[src/rtl/rpu_pkg.sv]
package rpu_pkg;
  localparam int unsigned DEF_SLOTS   = 8;
  localparam int unsigned DEF_CMP_W   = 16;
  localparam int unsigned DEF_DATA_W  = 32;
  localparam int unsigned DEF_ADDR_W  = 32;
  localparam int unsigned DEF_CMP_LSB = 2;
endpackage

[src/rtl/rpu_slot_bank.sv]
module rpu_slot_bank #(
  parameter int unsigned N_SLOTS = rpu_pkg::DEF_SLOTS,
  parameter int unsigned CMP_W   = rpu_pkg::DEF_CMP_W,
  parameter int unsigned DATA_W  = rpu_pkg::DEF_DATA_W,
  localparam int unsigned IDX_W  = (N_SLOTS > 1) ? $clog2(N_SLOTS) : 1
) (
  input  logic                            clk_i,
  input  logic                            rst_ni,
  input  logic                            we_i,
  input  logic [IDX_W-1:0]                idx_i,
  input  logic [CMP_W-1:0]                cmp_i,
  input  logic [DATA_W-1:0]               word_i,
  input  logic                            lock_i,
  input  logic                            ok_i,
  output logic [N_SLOTS-1:0][CMP_W-1:0]   cmp_o,
  output logic [N_SLOTS-1:0][DATA_W-1:0]  word_o,
  output logic                            locked_o,
  output logic                            active_o
);
  logic [N_SLOTS-1:0][CMP_W-1:0]  cmp_q;
  logic [N_SLOTS-1:0][DATA_W-1:0] word_q;
  logic                           locked_q, ok_q;
  logic                           wr_open;

  // store accepts writes up to and including the lock cycle
  assign wr_open = we_i & ~locked_q;

  for (genvar s = 0; s < N_SLOTS; s++) begin : g_slot
    always_ff @(posedge clk_i or negedge rst_ni) begin
      if (!rst_ni) begin
        cmp_q[s]  <= '0;
        word_q[s] <= '0;
      end else if (wr_open && idx_i == IDX_W'(s)) begin
        cmp_q[s]  <= cmp_i;
        word_q[s] <= word_i;
      end
    end
  end

  always_ff @(posedge clk_i or negedge rst_ni) begin
    if (!rst_ni) begin
      locked_q <= 1'b0;
      ok_q     <= 1'b0;
    end else if (lock_i && !locked_q) begin
      locked_q <= 1'b1;
      ok_q     <= ok_i;
    end
  end

  assign cmp_o    = cmp_q;
  assign word_o   = word_q;
  assign locked_o = locked_q;
  assign active_o = locked_q & ok_q;

  assert_lock_sticky_R6: assert property (@(posedge clk_i) disable iff (!rst_ni)
    locked_q |=> locked_q);

  assert_store_frozen_R6: assert property (@(posedge clk_i) disable iff (!rst_ni)
    $past(locked_q) |-> ($stable(cmp_q) && $stable(word_q)));
endmodule

[src/rtl/rpu_match.sv]
module rpu_match #(
  parameter int unsigned N_SLOTS = rpu_pkg::DEF_SLOTS,
  parameter int unsigned CMP_W   = rpu_pkg::DEF_CMP_W,
  parameter int unsigned DATA_W  = rpu_pkg::DEF_DATA_W,
  parameter int unsigned ADDR_W  = rpu_pkg::DEF_ADDR_W,
  parameter int unsigned CMP_LSB = rpu_pkg::DEF_CMP_LSB
) (
  input  logic [ADDR_W-1:0]               addr_i,
  input  logic                            enable_i,
  input  logic [N_SLOTS-1:0][CMP_W-1:0]   cmp_i,
  input  logic [N_SLOTS-1:0][DATA_W-1:0]  word_i,
  output logic                            hit_o,
  output logic [DATA_W-1:0]               word_o
);
  logic [CMP_W-1:0]   key;
  logic [N_SLOTS-1:0] eq, sel;

  assign key = addr_i[CMP_LSB +: CMP_W];

  for (genvar s = 0; s < N_SLOTS; s++) begin : g_cmp
    // all-zero compare value marks an unused slot
    assign eq[s] = enable_i && (cmp_i[s] != '0) && (cmp_i[s] == key);
  end

  // isolate lowest set bit: lowest slot wins
  assign sel   = eq & (~eq + {{(N_SLOTS-1){1'b0}}, 1'b1});
  assign hit_o = |eq;

  always_comb begin
    word_o = '0;
    for (int s = 0; s < N_SLOTS; s++) word_o |= {DATA_W{sel[s]}} & word_i[s];
  end

  always_comb begin
    assert_sel_onehot_R4: assert ($onehot0(sel));
  end
endmodule

[src/rtl/rpu_resp.sv]
module rpu_resp #(
  parameter int unsigned DATA_W = rpu_pkg::DEF_DATA_W
) (
  input  logic              clk_i,
  input  logic              rst_ni,
  input  logic              req_i,
  input  logic              hit_i,
  input  logic [DATA_W-1:0] word_i,
  input  logic [DATA_W-1:0] rom_rdata_i,
  output logic              valid_o,
  output logic [DATA_W-1:0] rdata_o
);
  logic              req_q, hit_q;
  logic [DATA_W-1:0] word_q;

  always_ff @(posedge clk_i or negedge rst_ni) begin
    if (!rst_ni) begin
      req_q  <= 1'b0;
      hit_q  <= 1'b0;
      word_q <= '0;
    end else begin
      req_q <= req_i;
      hit_q <= req_i & hit_i;
      if (req_i && hit_i) word_q <= word_i;
    end
  end

  assign valid_o = req_q;
  assign rdata_o = hit_q ? word_q : rom_rdata_i;
endmodule

[src/rtl/rom_patch_unit.sv]
module rom_patch_unit #(
  parameter int unsigned N_SLOTS = rpu_pkg::DEF_SLOTS,
  parameter int unsigned CMP_W   = rpu_pkg::DEF_CMP_W,
  parameter int unsigned DATA_W  = rpu_pkg::DEF_DATA_W,
  parameter int unsigned ADDR_W  = rpu_pkg::DEF_ADDR_W,
  parameter int unsigned CMP_LSB = rpu_pkg::DEF_CMP_LSB,
  localparam int unsigned IDX_W  = (N_SLOTS > 1) ? $clog2(N_SLOTS) : 1
) (
  input  logic              clk_i,
  input  logic              rst_ni,
  input  logic              fetch_req_i,
  input  logic [ADDR_W-1:0] fetch_addr_i,
  output logic              fetch_valid_o,
  output logic [DATA_W-1:0] fetch_rdata_o,
  output logic              rom_req_o,
  output logic [ADDR_W-1:0] rom_addr_o,
  input  logic [DATA_W-1:0] rom_rdata_i,
  input  logic              ld_we_i,
  input  logic [IDX_W-1:0]  ld_idx_i,
  input  logic [CMP_W-1:0]  ld_cmp_i,
  input  logic [DATA_W-1:0] ld_word_i,
  input  logic              ld_lock_i,
  input  logic              ld_ok_i
);
  logic [N_SLOTS-1:0][CMP_W-1:0]  slot_cmp;
  logic [N_SLOTS-1:0][DATA_W-1:0] slot_word;
  logic                           locked, active, hit;
  logic [DATA_W-1:0]              hit_word;

  assign rom_req_o  = fetch_req_i;
  assign rom_addr_o = fetch_addr_i;

  rpu_slot_bank #(.N_SLOTS(N_SLOTS), .CMP_W(CMP_W), .DATA_W(DATA_W)) u_bank (
    .clk_i, .rst_ni,
    .we_i(ld_we_i), .idx_i(ld_idx_i), .cmp_i(ld_cmp_i), .word_i(ld_word_i),
    .lock_i(ld_lock_i), .ok_i(ld_ok_i),
    .cmp_o(slot_cmp), .word_o(slot_word), .locked_o(locked), .active_o(active)
  );

  rpu_match #(.N_SLOTS(N_SLOTS), .CMP_W(CMP_W), .DATA_W(DATA_W),
              .ADDR_W(ADDR_W), .CMP_LSB(CMP_LSB)) u_match (
    .addr_i(fetch_addr_i), .enable_i(active),
    .cmp_i(slot_cmp), .word_i(slot_word),
    .hit_o(hit), .word_o(hit_word)
  );

  rpu_resp #(.DATA_W(DATA_W)) u_resp (
    .clk_i, .rst_ni,
    .req_i(fetch_req_i), .hit_i(hit), .word_i(hit_word),
    .rom_rdata_i, .valid_o(fetch_valid_o), .rdata_o(fetch_rdata_o)
  );

  assert_valid_latency_R5: assert property (@(posedge clk_i) disable iff (!rst_ni)
    $past(rst_ni) |-> (fetch_valid_o == $past(fetch_req_i)));

  assert_inactive_passes_R7: assert property (@(posedge clk_i) disable iff (!rst_ni)
    ($past(rst_ni) && $past(fetch_req_i) && !$past(active)) |-> (fetch_rdata_o == rom_rdata_i));

  assert_unlocked_inactive_R7: assert property (@(posedge clk_i) disable iff (!rst_ni)
    !locked |-> !active);
endmodule

[config.mk]
export PLATFORM = sky130hd
export DESIGN_NAME = rom_patch_unit
export DESIGN_NICKNAME = d
export VERILOG_FILES = /design/src/rtl/rpu_pkg.sv /design/src/rtl/rpu_slot_bank.sv /design/src/rtl/rpu_match.sv /design/src/rtl/rpu_resp.sv /design/src/rtl/rom_patch_unit.sv
export SDC_FILE = /design/constraint.sdc
export NUM_CORES = 1
export LEC_CHECK = 0
export BUFFER_PORTS_ARGS = -buffer_cell sky130_fd_sc_hd__buf_4
export CAP_MARGIN = 15
export CORE_ASPECT_RATIO = 1.5
export CORE_MARGIN = 10
export CORE_UTILIZATION = 25
export DETAILED_ROUTE_END_ITERATION = 7
export REMOVE_ABC_BUFFERS = 1
export SKIP_LAST_GASP = 1
export SLEW_MARGIN = 30
export SYNTH_ARGS = -nofsm -noshare
export SYNTH_HDL_FRONTEND = slang
export SYNTH_HIERARCHICAL = 1
export SYNTH_SLANG_ARGS = --single-unit
[constraint.sdc]
create_clock -name clk_i -period 3.05 [get_ports clk_i]
set_clock_uncertainty 0.2 [all_clocks]
set_input_delay 0.305 -clock clk_i [delete_from_list [all_inputs] [get_ports clk_i]]
set_output_delay 0.305 -clock clk_i [all_outputs]
set_load 0.005 [all_outputs]
==> results of run 1 <==
-- logic make-up after synthesis --
kind of cell / after synthesis / synth area share
AO/OA/AOI/OAI: 97 / 0.0456
XOR/XNOR: 128 / 0.0545
buffers and inverters: 234 / 0.0617
flip-flops: 420 / 0.510
multiplexers: 481 / 0.270
AND/OR/NAND/NOR: 180 / 0.0577
-- sequential cells by signal (all words and copies together), names as in the netlist --
| register | count |
|---|---|
| u_bank/cmp_o | 128 |
| u_bank/locked_o | 1 |
| u_bank/ok_q | 1 |
| u_bank/word_o | 256 |
| u_resp/hit_q | 1 |
| u_resp/valid_o | 1 |
| u_resp/word_q | 32 |
-- worst paths after layout --
path                       slack, ns            endpoint               from  cells after the start
setup / recovery               -0.15   u_resp/word_q[18]   u_bank/cmp_o[30]                     10
hold reg to reg                 0.30   u_bank/word_o[22]  u_bank/word_o[22]                      1
max in group asynchronous       1.59   u_bank/cmp_o[118]             rst_ni                      4
hold / removal                  0.08     u_bank/locked_o             rst_ni                      2
setup reg to reg               -0.15   u_resp/word_q[18]   u_bank/cmp_o[30]                     10
min in group clk_i              0.20  u_bank/word_o[210]        ld_idx_i[0]                      4
-- layout make-up --
type | count | area (um^2)
Fill cell | 8061 | 55600
Sequential cell | 420 | 10500
Multi-Input combinational cell | 886 | 8970
Timing Repair Buffer | 360 | 3260
Clock buffer | 74 | 1450
Tap cell | 1040 | 1300
Inverter | 97 | 364
Clock inverter | 8 | 78.8
-- layer usage --
| layer | wire length (um) | part of all wire | vias to the layer above | track usage |
|---|---|---|---|---|
| li1 | - | - | 6126 | - |
| met1 | 25300 | 0.39 | 7159 | 0.153 |
| met2 | 33800 | 0.53 | 388 | 0.245 |
| met3 | 3010 | 0.047 | 119 | 0.0233 |
| met4 | 2090 | 0.033 | 4 | 0.0490 |
| met5 | 23 | 0.00036 | - | 0 |
-- worst max-delay path, delay by kind of cell, from the launching register on --
family          cells  cell delay (ns)
compound gates      4             1.10
simple gates        2             0.64
xor+xnor            1             0.15
buf+inv             2             0.30
flops               1             0.40
mux                 1             0.29
-- timing repair --
| action | CTS | global route |
|---|---|---|
| setup buffers | 3 | 1 |
| hold buffers | 52 | 0 |
| pin swaps | 3 | 12 |
| setup endpoints to repair | 33 | 33 |
| resized for setup | 13 | 9 |
| hold endpoints to repair | 560 | 0 |
-- cells in the mapped netlist, types with 6 or more instances --
library cell	instances
buf_2	40
buf_4	41
o221ai_1	32
mux2_1	7
nand3_1	6
xnor2_1	107
inv_1	97
mux2_4	49
or3_1	32
nor4_1	42
dfrtp_1	420
xor2_1	21
a221o_1	32
a222oi_1	32
nand4_1	65
mux2_2	393
clkbuf_1	31
nand2_1	7
mux2i_1	32
buf_6	25
-- where the power goes --
part           total (W)  internal, W  switching (W)
clock network    0.00560      0.00327        0.00233
logic            0.00119     0.000585       0.000602
registers        0.00589      0.00576       0.000127
total             0.0127      0.00962        0.00306
-- metrics by stage --
stage	total power, W	cells
after floorplan	0.00637	1403
after global placement	0.00708	2746
after detailed placement	0.00711	2746
after CTS	0.0128	2883
after global routing	0.0132	2885
final	0.0127	2885
==> reports/results.tsv, run 1 <==
metric	value	unit
row_count	128	
finalInstanceArea	25900	um^2
dr.pass1.iters	5	
grt_pass1_wl	96100	um
ioPinCount	187	
initial_core_util	0.253	
cp_slowest_cell	or4_4	
core_area	81500	um^2
place_ws	-0.438	ns
overflow	0	
cts.sinks	420	
fin_crit_sh	1.05	
antennaDiodeCount	0	
ys_seq_elements	420	
synthesis.area	20600	um^2
clk_path_buf_depth	3	
grt_pass1_vias	15200	
ys_types	41	
yosys-top-cells-area	dfrtp_1, mux2_2, xnor2_1	
outcome	finished, violations left	
holdWs	0.0784	ns
hpwl	44200	um
drt_iter0_drc	997	
wl_per_cell	22.3	um
place_area	23700	um^2
via_count	13800	
maxCapViolCount	0	
fp.dieW	254	um
cts_tree	done	
fin_util	0.318	
p_leak	12.0	nW
maxSlewViolCount	0	
slew_headroom	0.566	
critPathArrivalTime	3.48	ns
die_y	371	um
final_cell_mix	dfrtp_1, mux2_2, buf_4	
clockRootBuffer	clkbuf_16	
drc	0	
path_clk_slew	0.06	ns
cp_slowest_stage_delay	0.54	ns
fp.dieArea	94500	um^2
synth-edff-count	0	
grt_antenna_before_repair	4	
setup_slack	-0.155	ns
yosysTopAreaCellShare	0.510	
setup_violations	32	
critPathLaunchType	register	
fmaxAchievable	0.312	GHz
violations	negative setup slack	
vdd_ir_drop_max	0.360	mV
clk_latency	0.60	ns
async_reset_ff_frac	1.00	
final_antenna_net_count	0	
cp_max_fo	8	
io_buffers	154	
syn_inst	1540	
layout-drive-gt1-share	0.463	
finalHoldViolCount	0	
avgSynthCellArea	13.4	um^2
hold_class	input pin to asynchronous set/reset pin	
tns	-2.95	ns
crit_chain	xnor2_1, buf_4, nand4_1, or4_4, o211a_4, buf_12, a221o_1, a222oi_1, o221ai_1, mux2_4	
crit_path_end_kind	register	
tightest_slew	0.651	ns
layout.nets	1934	
htreeDepth	2	
cts_buffers	48	
viasPerCell	4.78	
ys_seq_area_frac	0.510	
gp_congestion	0.865	
cp_data_required_time	3.33	ns
syn2layout_area_growth	26.0	%
yosysTopAreaCell	dfrtp_1	
rsz0062_at_grt	true	
grt_max_degree	92	
crit_type	register to register	
synth_warnings	6	
finalCriticalPeriod	3.20	ns
synth_ff_type	dfrtp_1	
routed_wl	64200	um
track_usage	0.134	
layout_commonest_cell	dfrtp_1	
powerDensity	489	nW/um^2
Note: power is estimated with default switching activity, not from simulation.
==> run 2: changes to the inputs <==
==> constraint.sdc (replaced) <==
create_clock -name clk_i -period 3.05 [get_ports clk_i]
set_clock_uncertainty 0.2 [all_clocks]
set_input_delay 0.61 -clock clk_i [delete_from_list [all_inputs] [get_ports clk_i]]
set_output_delay 0.61 -clock clk_i [all_outputs]
set_load 0.005 [all_outputs]
==> run 2 against run 1 <==
Effect of this change: the run still ends with negative setup slack left; die area is the same; first-iteration DRC count decreased by 13%; global-route usage grew 0.14 points; power shrank 0.49%; register-to-register slack worse by 0.02 ns; largest cell class unchanged; largest power group unchanged.
==> reports/results.tsv, run 2 (same netlist as run 1, synthesis figures left out) <==
metric	value	unit	change
viasPerCell	4.91		+2.8%
clk_latency	0.58	ns	-0.02 ns
die_y	371	um	unchanged
initial_core_util	0.253		unchanged
io_buffers	154		unchanged
critPathLaunchType	register		
fp.dieW	254	um	unchanged
fin_crit_sh	1.06		+0.00566
path_clk_slew	0.06	ns	about the same
drc	0		unchanged
clockRootBuffer	clkbuf_16		
cp_max_fo	21		+13
cts_tree	done		
final_cells	2820		-2.3%
slew_headroom	0.617		+0.0508
vdd_ir_drop_max	0.393	mV	+9.3%
crit_path_end_kind	register		
grt_max_degree	74		-20%
placedCellCount	2723		-0.84%
grt_antenna_before_repair	5		+1
drt_iter0_drc	869		-13%
fp.dieArea	94500	um^2	unchanged
setup_slack	-0.172	ns	-0.0173 ns
cp_data_required_time	3.30	ns	-0.03 ns
setup_violations	32		unchanged
final_cell_mix	dfrtp_1, mux2_2, buf_4		
hpwl	43100	um	-2.6%
critPathArrivalTime	3.47	ns	about the same
maxCapViolCount	0		unchanged
outcome	finished, violations left		
finalCriticalPeriod	3.22	ns	+0.0173 ns
layout_commonest_cell	dfrtp_1		
via_count	13900		+0.46%
core_area	81500	um^2	unchanged
fmaxAchievable	0.310	GHz	-0.54%
ioPinCount	187		unchanged
track_usage	0.135		+0.00141
gp_congestion	0.872		+0.77%
overflow	0		unchanged
dr.pass1.iters	6		+1
place_ws	-0.535	ns	-0.0964 ns
final_antenna_net_count	0		unchanged
violations	negative setup slack		
holdWs	0.0924	ns	+0.0140 ns
htreeDepth	2		unchanged
wl_per_cell	23.5	um	+5.6%
p_leak	11.7	nW	-2.1%
routed_wl	66300	um	+3.2%
layout-drive-gt1-share	0.468		+0.00483
tightest_slew	0.569	ns	-0.0814 ns
finalHoldViolCount	0		unchanged
syn2layout_area_growth	23.5	%	
maxSlewViolCount	0		unchanged
tns	-2.89	ns	+0.0600 ns
largest_register_ff_count	256		unchanged
cts.sinks	420		unchanged
crit_type	register to register		
hold_class	input pin to register		
layout.nets	1867		-3.5%
grt_pass1_wl	96500	um	+0.37%
row_count	128		unchanged
fin_util	0.312		-0.00616
grt_pass1_vias	15100		-0.80%
rsz0062_at_grt	true		
powerDensity	496	nW/um^2	+1.5%
cts_buffers	45		-6.3%
clk_path_buf_depth	3		unchanged
## run 2: routing by layer
layer	GRT usage	part of all wire	vias to the layer above
met2	0.246	0.53	459
met3	0.0247	0.051	129
li1	-	-	5989
met1	0.153	0.39	7277
met5	0	0.00048	-
met4	0.0543	0.034	6
## run 2: report_power, final
group          internal [W]  leakage [nW]  switching, W
Sequential          0.00576          5.76      0.000129
Clock               0.00334         0.733       0.00226
Combinational      0.000530          5.22      0.000590
## run 2: path summary, 6_finish.rpt
path,startpoint,to,slack (ns),cells past startpoint
max,u_bank/cmp_o[29],u_resp/word_q[9],-0.17,9
min,ld_ok_i,u_bank/ok_q,0.09,2
max reg2reg,u_bank/cmp_o[29],u_resp/word_q[9],-0.17,9
min reg2reg,u_bank/word_o[0],u_bank/word_o[0],0.30,1
max in group asynchronous,rst_ni,u_bank/word_o[125],1.47,3
min in group asynchronous,rst_ni,u_bank/locked_o,0.34,2
## run 2: worst max-delay path, cell delays in order (launching register included)
cell and delay, ns:
dfrtp_1 0.43, xnor2_2 0.22, nand4_1 0.11, or4_4 0.55
o211a_4 0.30, buf_12 0.17, a221o_1 0.30, a222oi_1 0.28
o221ai_1 0.19, mux2_4 0.29
## run 2: cell type report
type                            count  area [um^2]
Fill cell                        8085        56100
Sequential cell                   420        10500
Multi-Input combinational cell    886         8920
Timing Repair Buffer              296         2820
Clock buffer                       71         1380
Tap cell                         1040         1300
Inverter                           97          364
Clock inverter                      9          133
Antenna cell                        1         2.50
## run 2: timing repair
action | CTS | global route
hold buffers | 3 | 0
gates resized for setup | 8 | 13
pin swaps | 7 | 18
endpoints found under the hold margin | 48 | 0
setup endpoints to repair | 32 | 32
buffers inserted | 5 | 3
gates cloned | 1 | 3
## run 2: per-stage QoR
| stage | area (um^2) | total power [W] |
|---|---|---|
| 2_1_floorplan | 19700 | 0.00637 |
| 3_3_place_gp | 23600 | 0.00706 |
| 3_5_place_dp | 23600 | 0.00710 |
| 4_1_cts | 25200 | 0.0128 |
| 5_1_grt | 25400 | 0.0131 |
| 6_report | 25400 | 0.0126 |
==> run 3: changes to the inputs <==
--- a/config.mk
+++ b/config.mk
@@ -12,8 +12,6 @@
 export CORE_UTILIZATION = 25
 export DETAILED_ROUTE_END_ITERATION = 7
 export REMOVE_ABC_BUFFERS = 1
-export SKIP_LAST_GASP = 1
-export SLEW_MARGIN = 30
 export SYNTH_ARGS = -nofsm -noshare
 export SYNTH_HDL_FRONTEND = slang
 export SYNTH_HIERARCHICAL = 1
==> constraint.sdc (replaced) <==
create_clock -name clk_i -period 3.5 [get_ports clk_i]
set_clock_uncertainty 0.2 [all_clocks]
set_input_delay 0.7 -clock clk_i [delete_from_list [all_inputs] [get_ports clk_i]]
set_output_delay 0.7 -clock clk_i [all_outputs]
set_load 0.005 [all_outputs]
==> run 3 against run 2 <==
Effect of this change: the flow now finishes without violations; first-iteration DRC count decreased by 2.5%; global-route usage decreased by 0.13 points; sequential cell count unchanged; combinational power decreased by 21%; clock-buffer cell count decreased by 7; utilization decreased by 0.93 points; critical endpoint is now u_resp/word_q[31]; design area decreased by 3.0%; sequential share of layout area increased by 1.3 points; register-to-register slack improved by 0.21 ns; worst hold slack improved by 0.015 ns; sequential power decreased by 13%; worst setup slack improved by 0.21 ns.
==> reports/results.tsv, run 3 (same netlist as run 1, synthesis figures left out) <==
metric	value	unit	change
worst_hold_path.num_cells	1		-1
track_usage	0.134		-0.00130
hold_class	input pin to register		
final_antenna_net_count	0		unchanged
p_leak	11.3	nW	-3.4%
fp.dieArea	94500	um^2	unchanged
multi_input_area	8870	um^2	-0.60%
drc	0		unchanged
final_cell_mix	dfrtp_1, mux2_2, buf_4		
io_buffers	154		unchanged
critPathLaunchType	register		
maxSlewViolCount	0		unchanged
register_area	10500	um^2	about the same
wl_per_cell	23.2	um	-1.3%
core_area	81500	um^2	unchanged
r2r_end	u_resp/word_q[31]		
tightest_slew	0.716	ns	+0.146 ns
slew_headroom	0.523		-0.0939
grt_pass1_vias	14800		-1.7%
fin_util	0.303		-0.00930
htreeDepth	2		unchanged
cts.sinks	420		unchanged
post-cts-setup-buffers	0		-5
maxCapViolCount	0		unchanged
finalHoldViolCount	0		unchanged
cp_max_fo	11		-48%
whs_endpoint	u_resp/valid_o		
outcome	finished, final reports clean		
routed_wl	64000	um	-3.4%
layout_commonest_cell	dfrtp_1		
crit_path_end_kind	register		
tns	0	ns	+2.89 ns
min_from	fetch_req_i		
layout-drive-gt1-share	0.447		-0.0215
clk_latency	0.59	ns	about the same
setup_violations	0		-100%
regToRegSetupSlack	0.04	ns	+0.21 ns
path_clk_slew	0.06	ns	about the same
fillers	8130		+0.56%
largest_register_ff_count	256		unchanged
vdd_ir_drop_max	0.295	mV	-25%
fp.dieW	254	um	unchanged
clockRootBuffer	clkbuf_16		
worstReg2RegStart	u_bank/cmp_o[40]		
die_y	371	um	unchanged
syn2layout_area_growth	19.8	%	
hpwl	43000	um	-0.23%
layout.nets	1811		-3.0%
overflow	0		unchanged
row_count	128		unchanged
fmaxAchievable	0.289	GHz	-7.0%
rsz0062_at_grt	false		
cp_data_required_time	3.77	ns	+0.47 ns
grt_max_degree	81		+9.5%
grt_pass1_wl	95500	um	-1.0%
critPathArrivalTime	3.73	ns	+0.26 ns
dr.pass1.iters	8		+2
via_count	13500		-2.6%
powerDensity	442	nW/um^2	-11%
finalCriticalPeriod	3.46	ns	+0.242 ns
ioPinCount	187		unchanged
crit_type	register to register		
viasPerCell	4.89		-0.45%
initial_core_util	0.253		unchanged
reg2reg_depth	10		+1
grt_antenna_before_repair	3		-2
cts_tree	done		
clk_path_buf_depth	3		unchanged
drt_iter0_drc	847		-2.5%
cts_buffers	44		-2.2%
p_total	0.0109	W	-14%
fin_crit_sh	0.990		-0.0668
gp_congestion	0.906		+3.9%
==> run 3: cell types whose count changed in the layout (fill, tap and decap cells not counted), moves of 4 or more <==
cell | before | now
buf_4 | 243 | 212
xnor2_2 | 4 | 0
clkbuf_16 | 50 | 44
buf_12 | 37 | 26
buf_6 | 7 | 1
xnor2_1 | 103 | 107
==> run 3: report_power, final <==
| group | switching (W) | total, W | internal, W |
|---|---|---|---|
| logic | 0.000479 | 0.000886 | 0.000407 |
| registers | 0.000121 | 0.00514 | 0.00502 |
| clock network | 0.00198 | 0.00487 | 0.00289 |
| total | 0.00258 | 0.0109 | 0.00832 |
==> run 3: routing by layer <==
metal,vias to the layer above,wire (um),track usage
li1,5876,-,-
met1,7054,24500,0.152
met3,135,3370,0.0234
met5,-,7,0
met4,2,2730,0.0630
met2,437,33400,0.240
==> run 3: worst max-delay path by stage <==
| stage | startpoint | end | slack, ns | cells past startpoint |
|---|---|---|---|---|
| floorplan | fetch_addr_i[12] | u_resp/word_q[0] | -1.90 | 8 |
| global placement | fetch_addr_i[15] | u_resp/word_q[24] | -0.24 | 10 |
| detailed placement | fetch_addr_i[4] | u_resp/word_q[23] | -0.25 | 11 |
| CTS | u_bank/cmp_o[40] | u_resp/word_q[31] | 0.06 | 10 |
| global route | u_bank/cmp_o[29] | u_resp/word_q[23] | 0.002 | 9 |
| finish | u_bank/cmp_o[40] | u_resp/word_q[31] | 0.04 | 10 |
==> run 3: critical path: stages (launching register included) <==
cell and delay, ns:
dfrtp_1 0.41, nor4_1 0.55, and4_1 0.28, nor4_1 0.09, and2_1 0.23, nor4b_4 0.46
buf_12 0.19, nand3_1 0.15, nand2_2 0.13, buf_4 0.27, mux2_2 0.37
==> run 3: what timing repair did <==
action / CTS / global route
setup endpoints to repair: 0 / 2
endpoints found under the hold margin: 59 / 0
gates resized for setup: 0 / 1
hold buffers: 1 / 0
==> run 3: area by class of cell <==
class	count	share of cell area
Multi-Input combinational cell	886	0.359
Tap cell	1040	0.0527
Antenna cell	1	0.000101
Inverter	97	0.0148
Sequential cell	420	0.426
Clock inverter	11	0.00816
Timing Repair Buffer	241	0.0871
Clock buffer	64	0.0517
==> run 3: metrics by stage <==
step,hold WS (ns),setup WS [ns],std cells,instance area [um^2]
5_1_grt,0.0904,0.00181,2760,24700
3_5_place_dp,0.286,-0.250,2683,23200
6_report,0.107,0.0362,2760,24700
4_1_cts,0.0776,0.0587,2759,24700
3_3_place_gp,0.280,-0.242,2683,23200
2_1_floorplan,0.204,-1.90,1403,19700
